**src/rtl/lt_pkg.sv**
```systemverilog
package lt_pkg;

    typedef enum logic [3:0] {
        S_IDLE,
        S_CAP,
        S_POLL,
        S_RX_RD,
        S_OV_RD1,
        S_OV_WR1,
        S_HOLD,
        S_OV_RD2,
        S_OV_WR2,
        S_WAIT,
        S_UP,
        S_FAIL
    } lt_state_e;

endpackage

```
**src/rtl/lt_tick.sv**
```systemverilog
module lt_tick #(
    parameter int DIV = 125
) (
    input  logic clk,
    input  logic rst_n,
    input  logic clr,
    output logic tick
);
    localparam int CW = (DIV > 1) ? $clog2(DIV) : 1;

    logic [CW-1:0] cnt_d, cnt_q;

    always_comb begin
        if (clr || tick) cnt_d = '0;
        else             cnt_d = cnt_q + CW'(1);
    end

    assign tick = (cnt_q == CW'(DIV - 1));

    always_ff @(posedge clk) begin
        if (!rst_n) cnt_q <= '0;
        else        cnt_q <= cnt_d;
    end
endmodule

```
**src/rtl/lt_interval.sv**
```systemverilog
module lt_interval #(
    parameter int W = 12
) (
    input  logic         clk,
    input  logic         rst_n,
    input  logic         load,
    input  logic [W-1:0] val,
    input  logic         tick,
    output logic         done
);
    logic [W-1:0] rem_d, rem_q;

    always_comb begin
        rem_d = rem_q;
        if (load)                    rem_d = val;
        else if (tick && rem_q != 0) rem_d = rem_q - W'(1);
    end

    assign done = (rem_q == '0);

    always_ff @(posedge clk) begin
        if (!rst_n) rem_q <= '0;
        else        rem_q <= rem_d;
    end
endmodule

```
**src/rtl/lt_status_decode.sv**
```systemverilog
module lt_status_decode #(
    parameter int UP_BIT     = 4,
    parameter int TRAIN_BIT  = 29,
    parameter int STATE_W    = 6,
    parameter int STUCK_CODE = 13
) (
    input  logic [31:0] link_stat,
    input  logic [31:0] train_state,
    input  logic        rx_valid,
    output logic        link_ok,
    output logic        stuck
);
    logic unused_bits;

    assign link_ok     = link_stat[UP_BIT] & ~link_stat[TRAIN_BIT];
    assign stuck       = ~rx_valid &
                         (train_state[STATE_W-1:0] == STATE_W'(STUCK_CODE));
    assign unused_bits = ^{link_stat, train_state[31:STATE_W]};
endmodule

```
**src/rtl/lt_supervisor.sv**
```systemverilog
module lt_supervisor
    import lt_pkg::*;
#(
    parameter int          TICK_DIV   = 125,
    parameter int          POLL_TICKS = 10,
    parameter int          HOLD_TICKS = 3000,
    parameter int          MAX_POLLS  = 4000,
    parameter int          UP_BIT     = 4,
    parameter int          TRAIN_BIT  = 29,
    parameter int          STATE_W    = 6,
    parameter int          STUCK_CODE = 13,
    parameter logic [15:0] RX_ADDR    = 16'h100D,
    parameter logic [15:0] OVR_ADDR   = 16'h1005,
    parameter logic [15:0] OVR_MASK   = 16'h0028,
    parameter logic [3:0]  SPEED_CAP  = 4'd1
) (
    input  logic        clk,
    input  logic        rst_n,
    input  logic        start,
    input  logic [31:0] link_stat,
    input  logic [31:0] train_state,
    input  logic [31:0] cap_rdata,
    output logic        cap_we,
    output logic [31:0] cap_wdata,
    output logic        train_en,
    output logic        phy_req,
    output logic        phy_we,
    output logic [15:0] phy_addr,
    output logic [15:0] phy_wdata,
    input  logic        phy_ack,
    input  logic [15:0] phy_rdata,
    output logic        link_up,
    output logic        fail
);
    localparam int IVL_MAX = (HOLD_TICKS > POLL_TICKS) ? HOLD_TICKS : POLL_TICKS;
    localparam int IVL_W   = $clog2(IVL_MAX + 1);
    localparam int CNT_W   = $clog2(MAX_POLLS + 1);

    typedef struct packed {
        lt_state_e        st;
        logic [CNT_W-1:0] polls;
        logic [15:0]      ovr;
        logic             link_up;
        logic             fail;
        logic             cap_we;
    } ctl_t;

    ctl_t             ctl_d, ctl_q;
    logic             ivl_load;
    logic [IVL_W-1:0] ivl_val;
    logic             tick, ivl_done, link_ok, stuck;

    lt_tick #(.DIV(TICK_DIV)) u_tick (
        .clk   (clk),
        .rst_n (rst_n),
        .clr   (ivl_load),
        .tick  (tick)
    );

    lt_interval #(.W(IVL_W)) u_ivl (
        .clk   (clk),
        .rst_n (rst_n),
        .load  (ivl_load),
        .val   (ivl_val),
        .tick  (tick),
        .done  (ivl_done)
    );

    lt_status_decode #(
        .UP_BIT     (UP_BIT),
        .TRAIN_BIT  (TRAIN_BIT),
        .STATE_W    (STATE_W),
        .STUCK_CODE (STUCK_CODE)
    ) u_dec (
        .link_stat   (link_stat),
        .train_state (train_state),
        .rx_valid    (phy_rdata[0]),
        .link_ok     (link_ok),
        .stuck       (stuck)
    );

    always_comb begin
        ctl_d        = ctl_q;
        ctl_d.fail   = 1'b0;
        ctl_d.cap_we = 1'b0;
        ivl_load     = 1'b0;
        ivl_val      = '0;
        case (ctl_q.st)
            S_IDLE, S_UP, S_FAIL: begin
                if (start) begin
                    ctl_d.st      = S_CAP;
                    ctl_d.cap_we  = 1'b1;
                    ctl_d.link_up = 1'b0;
                    ctl_d.polls   = '0;
                end
            end
            S_CAP: ctl_d.st = S_POLL;
            S_POLL: begin
                if (link_ok) begin
                    ctl_d.st      = S_UP;
                    ctl_d.link_up = 1'b1;
                end else begin
                    ctl_d.st = S_RX_RD;
                end
            end
            S_RX_RD: begin
                if (phy_ack) begin
                    if (stuck) begin
                        ctl_d.st = S_OV_RD1;
                    end else begin
                        ctl_d.st = S_WAIT;
                        ivl_load = 1'b1;
                        ivl_val  = IVL_W'(POLL_TICKS);
                    end
                end
            end
            S_OV_RD1: begin
                if (phy_ack) begin
                    ctl_d.ovr = phy_rdata | OVR_MASK;
                    ctl_d.st  = S_OV_WR1;
                end
            end
            S_OV_WR1: begin
                if (phy_ack) begin
                    ctl_d.st = S_HOLD;
                    ivl_load = 1'b1;
                    ivl_val  = IVL_W'(HOLD_TICKS);
                end
            end
            S_HOLD: if (ivl_done) ctl_d.st = S_OV_RD2;
            S_OV_RD2: begin
                if (phy_ack) begin
                    ctl_d.ovr = phy_rdata & ~OVR_MASK;
                    ctl_d.st  = S_OV_WR2;
                end
            end
            S_OV_WR2: begin
                if (phy_ack) begin
                    ctl_d.st = S_WAIT;
                    ivl_load = 1'b1;
                    ivl_val  = IVL_W'(POLL_TICKS);
                end
            end
            S_WAIT: begin
                if (ivl_done) begin
                    if (ctl_q.polls == CNT_W'(MAX_POLLS - 1)) begin
                        ctl_d.st   = S_FAIL;
                        ctl_d.fail = 1'b1;
                    end else begin
                        ctl_d.polls = ctl_q.polls + CNT_W'(1);
                        ctl_d.st    = S_POLL;
                    end
                end
            end
            default: ctl_d.st = S_IDLE;
        endcase
    end

    always_ff @(posedge clk) begin
        if (!rst_n) begin
            ctl_q <= '{st: S_IDLE, polls: '0, ovr: '0,
                       link_up: 1'b0, fail: 1'b0, cap_we: 1'b0};
        end else begin
            ctl_q <= ctl_d;
        end
    end

    assign cap_we    = ctl_q.cap_we;
    assign cap_wdata = {cap_rdata[31:4], SPEED_CAP};
    assign train_en  = !(ctl_q.st inside {S_IDLE, S_CAP, S_FAIL});
    assign phy_req   = ctl_q.st inside {S_RX_RD, S_OV_RD1, S_OV_WR1, S_OV_RD2, S_OV_WR2};
    assign phy_we    = ctl_q.st inside {S_OV_WR1, S_OV_WR2};
    assign phy_addr  = !phy_req ? 16'h0 : ((ctl_q.st == S_RX_RD) ? RX_ADDR : OVR_ADDR);
    assign phy_wdata = phy_we ? ctl_q.ovr : 16'h0;
    assign link_up   = ctl_q.link_up;
    assign fail      = ctl_q.fail;
endmodule

```
**config.mk**
```make
export PLATFORM = sky130hd
export DESIGN_NAME = lt_supervisor
export DESIGN_NICKNAME = d
export VERILOG_FILES = /design/src/rtl/lt_pkg.sv /design/src/rtl/lt_tick.sv /design/src/rtl/lt_interval.sv /design/src/rtl/lt_status_decode.sv /design/src/rtl/lt_supervisor.sv
export SDC_FILE = /design/constraint.sdc
export NUM_CORES = 1
export LEC_CHECK = 0
export ABC_CLOCK_PERIOD_IN_PS = 2700
export BUFFER_PORTS_ARGS = -buffer_cell sky130_fd_sc_hd__buf_2
export CAP_MARGIN = 30
export CORE_MARGIN = 5
export CORE_UTILIZATION = 44
export CTS_CLUSTER_SIZE = 30
export DETAILED_ROUTE_END_ITERATION = 16
export PLACE_DENSITY_LB_ADDON = 0.08
export SETUP_SLACK_MARGIN = 0.2
export SLEW_MARGIN = 20
export SYNTH_ARGS = -nofsm -noshare
export SYNTH_HDL_FRONTEND = slang
export SYNTH_SLANG_ARGS = --single-unit
```
**constraint.sdc**
```tcl
create_clock -name clk -period 2.7 [get_ports clk]
set_input_delay 0.54 -clock clk [delete_from_list [all_inputs] [get_ports clk]]
set_output_delay 0.54 -clock clk [all_outputs]
set_load 0.05 [all_outputs]
```
==> run metrics, run 1 <==
Final #Nets=521; vias after detailed routing=between 2,000 and 3,000; YS warnings=0; cell count after synthesis=380; Total GRT Usage=0.1412; Worst-Margin Slew=0.6060 ns; post-DP HPWL=between 4000 and 5000 µm; total CTS buffers=5; pwr dens=between 800 and 900 nW/µm²; Hold Buf Count CTS=0; antenna diode count=0; FFs w/ async S/R, synth=0; part of the power in registers=0.334; Startpoint Class=flop; most common cell after layout, fill and taps aside=dfxtp_1; Netlist cell types=slightly below 60; hold depth=3; clock tree from TritonCTS=yes; Critical Path RT=2.16 ns; register area share after synthesis=0.3306; Synth Register Bits=53; Mapped Area=roughly 3200 µm²; clk slew on worst S/H paths=0.10 ns; reg2reg setup slack=between 0.4 and 0.5 ns; HP Class=input port to flop; initial antenna violation count=0; Post-DRT Antenna Nets=0; clock sink count=53; setup TNS=0 ns; Crit Path Category=flop to primary output; first-pass GRT wire length=slightly above 10,000 µm; Slew Limit Headroom=0.5960; FF-to-FF path depth=7; number of I/O pins=186; Critical Path AT=between 1.5 and 2 ns; drt drc=0; Avg Cell Area, Syn=between 8 and 9 µm²; R2R Path End=ctl_q[30]$_SDFFE_PN0P_; Max FO, Critical Path=17; Switch Pwr=approximately 1.3 mW; Fill cells=between 700 and 800; # port buffers=51; DR WL/cell=roughly 13 µm; area grow syn2layout=6.745%; Die X=~95 µm; CTS root buffer=clkbuf_8; die height=approximately 95 µm; Post-synth EDFFs=0; Max Cap Viol=0; Worst VDD drop=around 0.00029 V; switching share of power=0.4557; global route overflow=0; worst r2r src=u_ivl.rem_q[0]$_SDFFE_PN0P_; GPL Wtd Cong=around 0.78; Internal=roughly 1.5 mW; H-tree depth=2; Final setup viols=0; Post-Place Worst Slack=roughly 0.33 ns; final WL=6570 µm; max frequency=between 400 and 500 MHz; RSZ-0062 raised after global routing=false; min Tclk post-route=approximately 2.4 ns; Min-Delay Endpoint=ctl_q[14]$_SDFFE_PN0P_; clock buffer depth=2; largest net degree at the start of global routing=22; vias in the first global route=roughly 2,200; vias per cell=~5.2; drt pass-1 iters=4; total power=between 2 and 3 mW; Synth Flop Type=dfxtp_1; HP Start=phy_rdata[11]; Skew-Pair Late Insertion Delay=0.31 ns; num rows=31; status=completed; post-layout worst setup margin=0.3134 ns; skew final=slightly below 0.009 ns; Die ar.=between 9000 and 10,000 µm²; CP endpoint kind=primary output; combinational power share=0.502; layout cells sized above 1=0.2444; First DRT Iteration DRCs=around 130; Tcrit/Tclk final=0.8839; Starting Density=0.4473; leakage=around 1.3 nW; Clk network pwr share=0.163; fin. max-slew vios=0; Hold Vio Cnt, Final=0; Core ar.=7176 µm²; most frequent cells in the layout=dfxtp_1 (53), buf_2 (49), nor2_1 (45)
critical path, stage by stage (launching register included):
cell and delay (ns):
dfxtp_1 0.40, or3b_4 0.44, o32ai_4 0.13, buf_12 0.17
and2_2 0.16, clkbuf_4 0.23
synth_stat cells, drive strengths merged (8+ instances only):
cell type  number  share of area
a21oi          28          0.045
and2           16          0.031
buf            54           0.12
clkbuf          9          0.011
dfxtp          53           0.33
inv            12          0.014
mux2i          19          0.059
nand2          19          0.022
nand3          10          0.016
nor2           45          0.053
nor3            8          0.014
o21ai          10          0.016
or3            11          0.021
cells by family after synthesis:
group                    count (synthesis)  share of synthesized area
other                                    2                   0.002340
XOR/XNOR                                13                    0.03548
buffers and inverters                   76                     0.1505
multiplexers                            19                    0.05926
AND/OR/NAND/NOR                        138                     0.2304
AO/OA/AOI/OAI                           74                     0.1719
adder cells (fa/ha/maj)                  5                    0.01949
flip-flops                              53                     0.3306
how the worst max path moves through the flow:
stage / slack [ns] / end / startpoint
3_5_place_dp: 0.33 / phy_wdata[5] / ctl_q[33]$_SDFFE_PN0P_
3_3_place_gp: 0.34 / ctl_q[30]$_SDFFE_PN0P_ / u_ivl.rem_q[0]$_SDFFE_PN0P_
6_report: 0.31 / phy_wdata[3] / ctl_q[33]$_SDFFE_PN0P_
2_1_floorplan: 0.10 / u_ivl.rem_q[11]$_SDFFE_PN0P_ / ctl_q[32]$_SDFFE_PN0P_
4_1_cts: 0.18 / phy_wdata[5] / ctl_q[33]$_SDFFE_PN0P_
5_1_grt: 0.25 / phy_wdata[3] / ctl_q[33]$_SDFFE_PN0P_
metal layers:
metal  global-route usage  vias to the layer above  wire, µm
met2               0.2262                       84      2953
met3              0.03867                       13       540
li1                     -                     1321         -
met1               0.1804                     1173      2955
met5                    0                        -         0
met4              0.05450                        0       120
state kept, by name, indices dropped and copies added (netlist names):
| signal | count |
|---|---|
| ctl_q | 31 |
| u_ivl.rem_q | 12 |
| u_tick.cnt_q | 7 |
| cap_we | 1 |
| fail | 1 |
| link_up | 1 |
final cells by class:
cell class | instances | area [µm²] | area share
well taps | 99 | 123.9 | 0.03616
clock inverters | 3 | 21.27 | 0.006209
flip-flops and latches | 53 | 1061 | 0.3097
repair buffers | 62 | 355.3 | 0.1037
multi-input cells | 265 | 1747 | 0.5099
inverters | 13 | 48.80 | 0.01424
clock buffers | 5 | 68.82 | 0.02009
power groups by stage:
stage          combinational, mW  clock [mW]  sequential (mW)
2_1_floorplan               1.30           0            0.954
3_5_place_dp                1.36           0            0.950
4_1_cts                     1.40       0.477            0.933
6_report                    1.40       0.457            0.934
5_1_grt                     1.54       0.509            0.948
3_3_place_gp                1.36           0            0.948
per-stage QoR:
| step | cell area, µm² | hold slack [ns] | util | instances |
|---|---|---|---|---|
| after CTS | 3417 | 0.4577 | 0.4762 | 500 |
| final | 3426 | 0.4578 | 0.4774 | 500 |
| after floorplan | 3288 | 0.4297 | - | 394 |
| after global routing | 3426 | 0.4671 | 0.4774 | 500 |
| after global placement | 3299 | 0.4470 | 0.4598 | 490 |
| after detailed placement | 3299 | 0.4552 | 0.4598 | 490 |
what timing repair did:
action / CTS / global route
endpoints found under the setup margin: 17 / 20
resized for setup: 0 / 4
pin swaps: 1 / 0
buffers inserted: 2 / 0
Note: power is estimated with default switching activity, not from simulation.
==> run 2: changes to the inputs <==
- CAP_MARGIN: 30 -> unset
- CTS_CLUSTER_SIZE: 30 -> 12
- SYNTH_HIERARCHICAL: unset -> 1
==> run metrics, run 2 <==
most frequent cell on the critical path=nor3b_1; Area contributors post-synth=dfxtp_1 (33%), buf_4 (11%), mux2i_1 (5.3%), nor2_1 (4.9%), xnor2_1 (3.5%) (was dfxtp_1 (33%), buf_4 (12%), mux2i_1 (5.9%), nor2_1 (5.3%), a21oi_1 (4.2%)); largest net degree at the start of global routing=23 (was 22); Worst VDD drop=0.0002426 V (was 0.0002874 V); Final Non-Filler Cells=514 (was 500); First DRT Iteration DRCs=101 (was 132); Starting Density=0.4485 (was 0.4473); initial antenna violation count=0 (unchanged); Crit Path Category=input port to flop (was flop to primary output); hold depth=3 (unchanged); Max Cap Viol=0 (unchanged); CP cell instances=buf_2 -> or4b_1 -> nor3_2 -> nor4bb_1 -> a31oi_1 -> nor3b_1 -> or2_4 -> buf_4 -> nor3b_1 -> a21oi_1 -> o22ai_1 (was or3b_4 -> o32ai_4 -> buf_12 -> and2_2 -> clkbuf_4); GPL Wtd Cong=0.8123 (was 0.7791); leakage=1.377 nW (was 1.344 nW); antenna diode count=0 (unchanged); Worst path slowest cell=or4b_1 (was or3b_4); Final setup viols=0 (unchanged); dpl cells=505 (was 490); vias after detailed routing=2,594 (was 2,591); Final #Nets=535 (was 521); Tcrit/Tclk final=0.8804 (was 0.8839); Slew Limit Headroom=0.4219 (was 0.5960); num rows=31 (unchanged); Post-synth EDFFs=0 (unchanged); Largest Register=ctl_q (unchanged); Critical Path AT=2.62 ns (was 1.85 ns); max FFs per register=31 (unchanged); R2R Path End=ctl_q[32]$_SDFFE_PN0P_ (was ctl_q[30]$_SDFFE_PN0P_); Total GRT Usage=0.1511 (was 0.1412); Die X=95.52 µm (was 95.41 µm); clk slew on worst S/H paths=0.10 ns (about the same); Synth Flop Type=dfxtp_1 (unchanged); Yosys top cell area share=0.3297 (was 0.3306); most frequent cells in the layout=dfxtp_1 (51), buf_2 (49), nor2_1 (42) (was dfxtp_1 (53), buf_2 (49), nor2_1 (45)); largest registers=ctl_q: 31 flops, u_ivl/rem_q: 12 flops, u_tick/cnt_q: 7 flops (was ctl_q: 31 flops, u_ivl.rem_q: 12 flops, u_tick.cnt_q: 7 flops); clock sink count=53 (unchanged); skew final=0.005361 ns (was 0.008880 ns); HP Class=input port to flop (unchanged); total CTS buffers=5 (unchanged); number of I/O pins=186 (unchanged); H-tree depth=2 (unchanged); DR WL/cell=13.24 µm (was 13.14 µm); Startpoint Class=input port (was flop); setup TNS=0 ns (unchanged); Netlist cell types=60 (was 58); min Tclk post-route=2.377 ns (was 2.387 ns); Hold Vio Cnt, Final=0 (unchanged); clock tree from TritonCTS=yes (unchanged); CP endpoint kind=flop (was primary output); HP Start=phy_rdata[6] (was phy_rdata[11]); total power=2.810 mW (was 2.794 mW); count leader, synth=dfxtp_1 (unchanged); Die ar.=9124 µm² (was 9102 µm²); Post-synth top cells=dfxtp_1 (53), buf_4 (49), nor2_1 (42) (was dfxtp_1 (53), buf_4 (50), nor2_1 (45)); drt pass-1 iters=4 (unchanged); YS warnings=6 (was 0); Critical Path RT=2.94 ns (was 2.16 ns); delay of the slowest cell on the worst path=0.53 ns (was 0.44 ns); worst r2r src=u_ivl/rem_q[0]$_SDFFE_PN0P_ (was u_ivl.rem_q[0]$_SDFFE_PN0P_); clock buffer depth=2 (unchanged); final WL=6803 µm (was 6570 µm); global route overflow=0 (unchanged); RSZ-0062 raised after global routing=true (was false); fin. max-slew vios=0 (unchanged); Min-Delay Endpoint=ctl_q[9]$_SDFFE_PN0P_ (was ctl_q[14]$_SDFFE_PN0P_); post-DP HPWL=4938 µm (was 4757 µm); layout cells sized above 1=0.2506 (was 0.2444); Skew-Pair Late Insertion Delay=0.31 ns (about the same); first-pass GRT wire length=10,980 µm (was 10,340 µm); FF-to-FF path depth=9 (was 7); most common cell after layout, fill and taps aside=dfxtp_1 (unchanged); Worst-Margin Slew=0.8625 ns (was 0.6060 ns); max frequency=420.7 MHz (was 419.0 MHz); cell taking the most area after synthesis=dfxtp_1 (unchanged); area grow syn2layout=10.93% (was 6.745%); FFs w/ async S/R, synth=0 (unchanged); Mapped Area=3218 µm² (was 3209 µm²); cell count after synthesis=385 (was 380); reg2reg setup slack=0.34 ns (was 0.44 ns); CTS root buffer=clkbuf_8 (unchanged); vias in the first global route=2,366 (was 2,215); # port buffers=51 (unchanged); vias per cell=5.047 (was 5.182); Post-DRT Antenna Nets=0 (unchanged); register area share after synthesis=0.3297 (was 0.3306); Core ar.=7176 µm² (unchanged); pwr dens=787.2 nW/µm² (was 815.5 nW/µm²); drt drc=0 (unchanged); status=completed (unchanged); Max FO, Critical Path=7 (was 17); Synth Register Bits=53 (unchanged); Avg Cell Area, Syn=8.359 µm² (was 8.446 µm²); die height=95.52 µm (was 95.41 µm)
## run 2: logic make-up after synthesis
logic type | after synthesis | synth area share
buffers and inverters | 78 | 0.1520
xor gates and xnor gates | 15 | 0.04083
and+or+nand+nor | 146 | 0.2543
DFF | 53 | 0.3297
other | 2 | 0.002334
muxes | 18 | 0.05638
adders and majority gates | 5 | 0.01944
AOI/OAI and AO/OA | 68 | 0.1450
## run 2: power breakdown
part	internal (mW)	switching, mW	total (mW)
logic	0.532	0.839	1.37
clock network	0.213	0.275	0.489
registers	0.852	0.0988	0.951
## run 2: cell type report
cell class                      instances  area (µm²)
Clock buffer                            6       82.58
Clock inverter                          2       17.52
Fill cell                             732        3606
Inverter                               13       48.80
Multi-Input combinational cell        272        1827
Sequential cell                        53        1064
Tap cell                               99       123.9
Timing Repair Buffer                   69       406.6
## run 2: worst max path at each step
stage	start	endpoint	slack, ns	depth (start not counted)
global placement	train_state[4]	u_ivl/rem_q[3]$_SDFFE_PN0P_	-0.09	11
detailed placement	train_state[4]	u_ivl/rem_q[3]$_SDFFE_PN0P_	-0.09	11
floorplan	train_state[4]	u_ivl/rem_q[11]$_SDFFE_PN0P_	0.23	8
global route	u_ivl/rem_q[0]$_SDFFE_PN0P_	ctl_q[32]$_SDFFE_PN0P_	0.17	9
finish	train_state[4]	u_ivl/rem_q[10]$_SDFFE_PN0P_	0.32	11
CTS	u_ivl/rem_q[0]$_SDFFE_PN0P_	ctl_q[30]$_SDFFE_PN0P_	0.20	9
## run 2: repair_timing
item	in CTS	in global routing
hold buffers	0	0
resized for setup	3	20
setup buffers	0	1
endpoints found under the hold margin	0	0
setup endpoints to repair	9	49
pin swaps	0	4
## run 2: stage by stage
step	utilization	hold WS [ns]	instance area (µm²)	setup WS (ns)
3_3_place_gp	0.4680	0.4665	3358	-0.08664
3_5_place_dp	0.4680	0.4636	3358	-0.08709
2_1_floorplan	-	0.4414	3296	0.2258
5_1_grt	0.4975	0.4628	3570	0.1702
4_1_cts	0.4846	0.4446	3477	0.2033
6_report	0.4975	0.4517	3570	0.3228
## run 2: worst max-delay path, delay by kind of cell
family | cells | cell delay (ns)
and+or+nand+nor | 6 | 1.42
AOI/OAI and AO/OA | 3 | 0.39
buffers and inverters | 2 | 0.26
## run 2: per-layer routing
layer  GRT usage  wire, µm  share of wire
met5           0         0              0
met4     0.05332        78          0.011
met3     0.03236       312          0.046
met2      0.2339      3248           0.48
met1      0.2064      3164           0.47
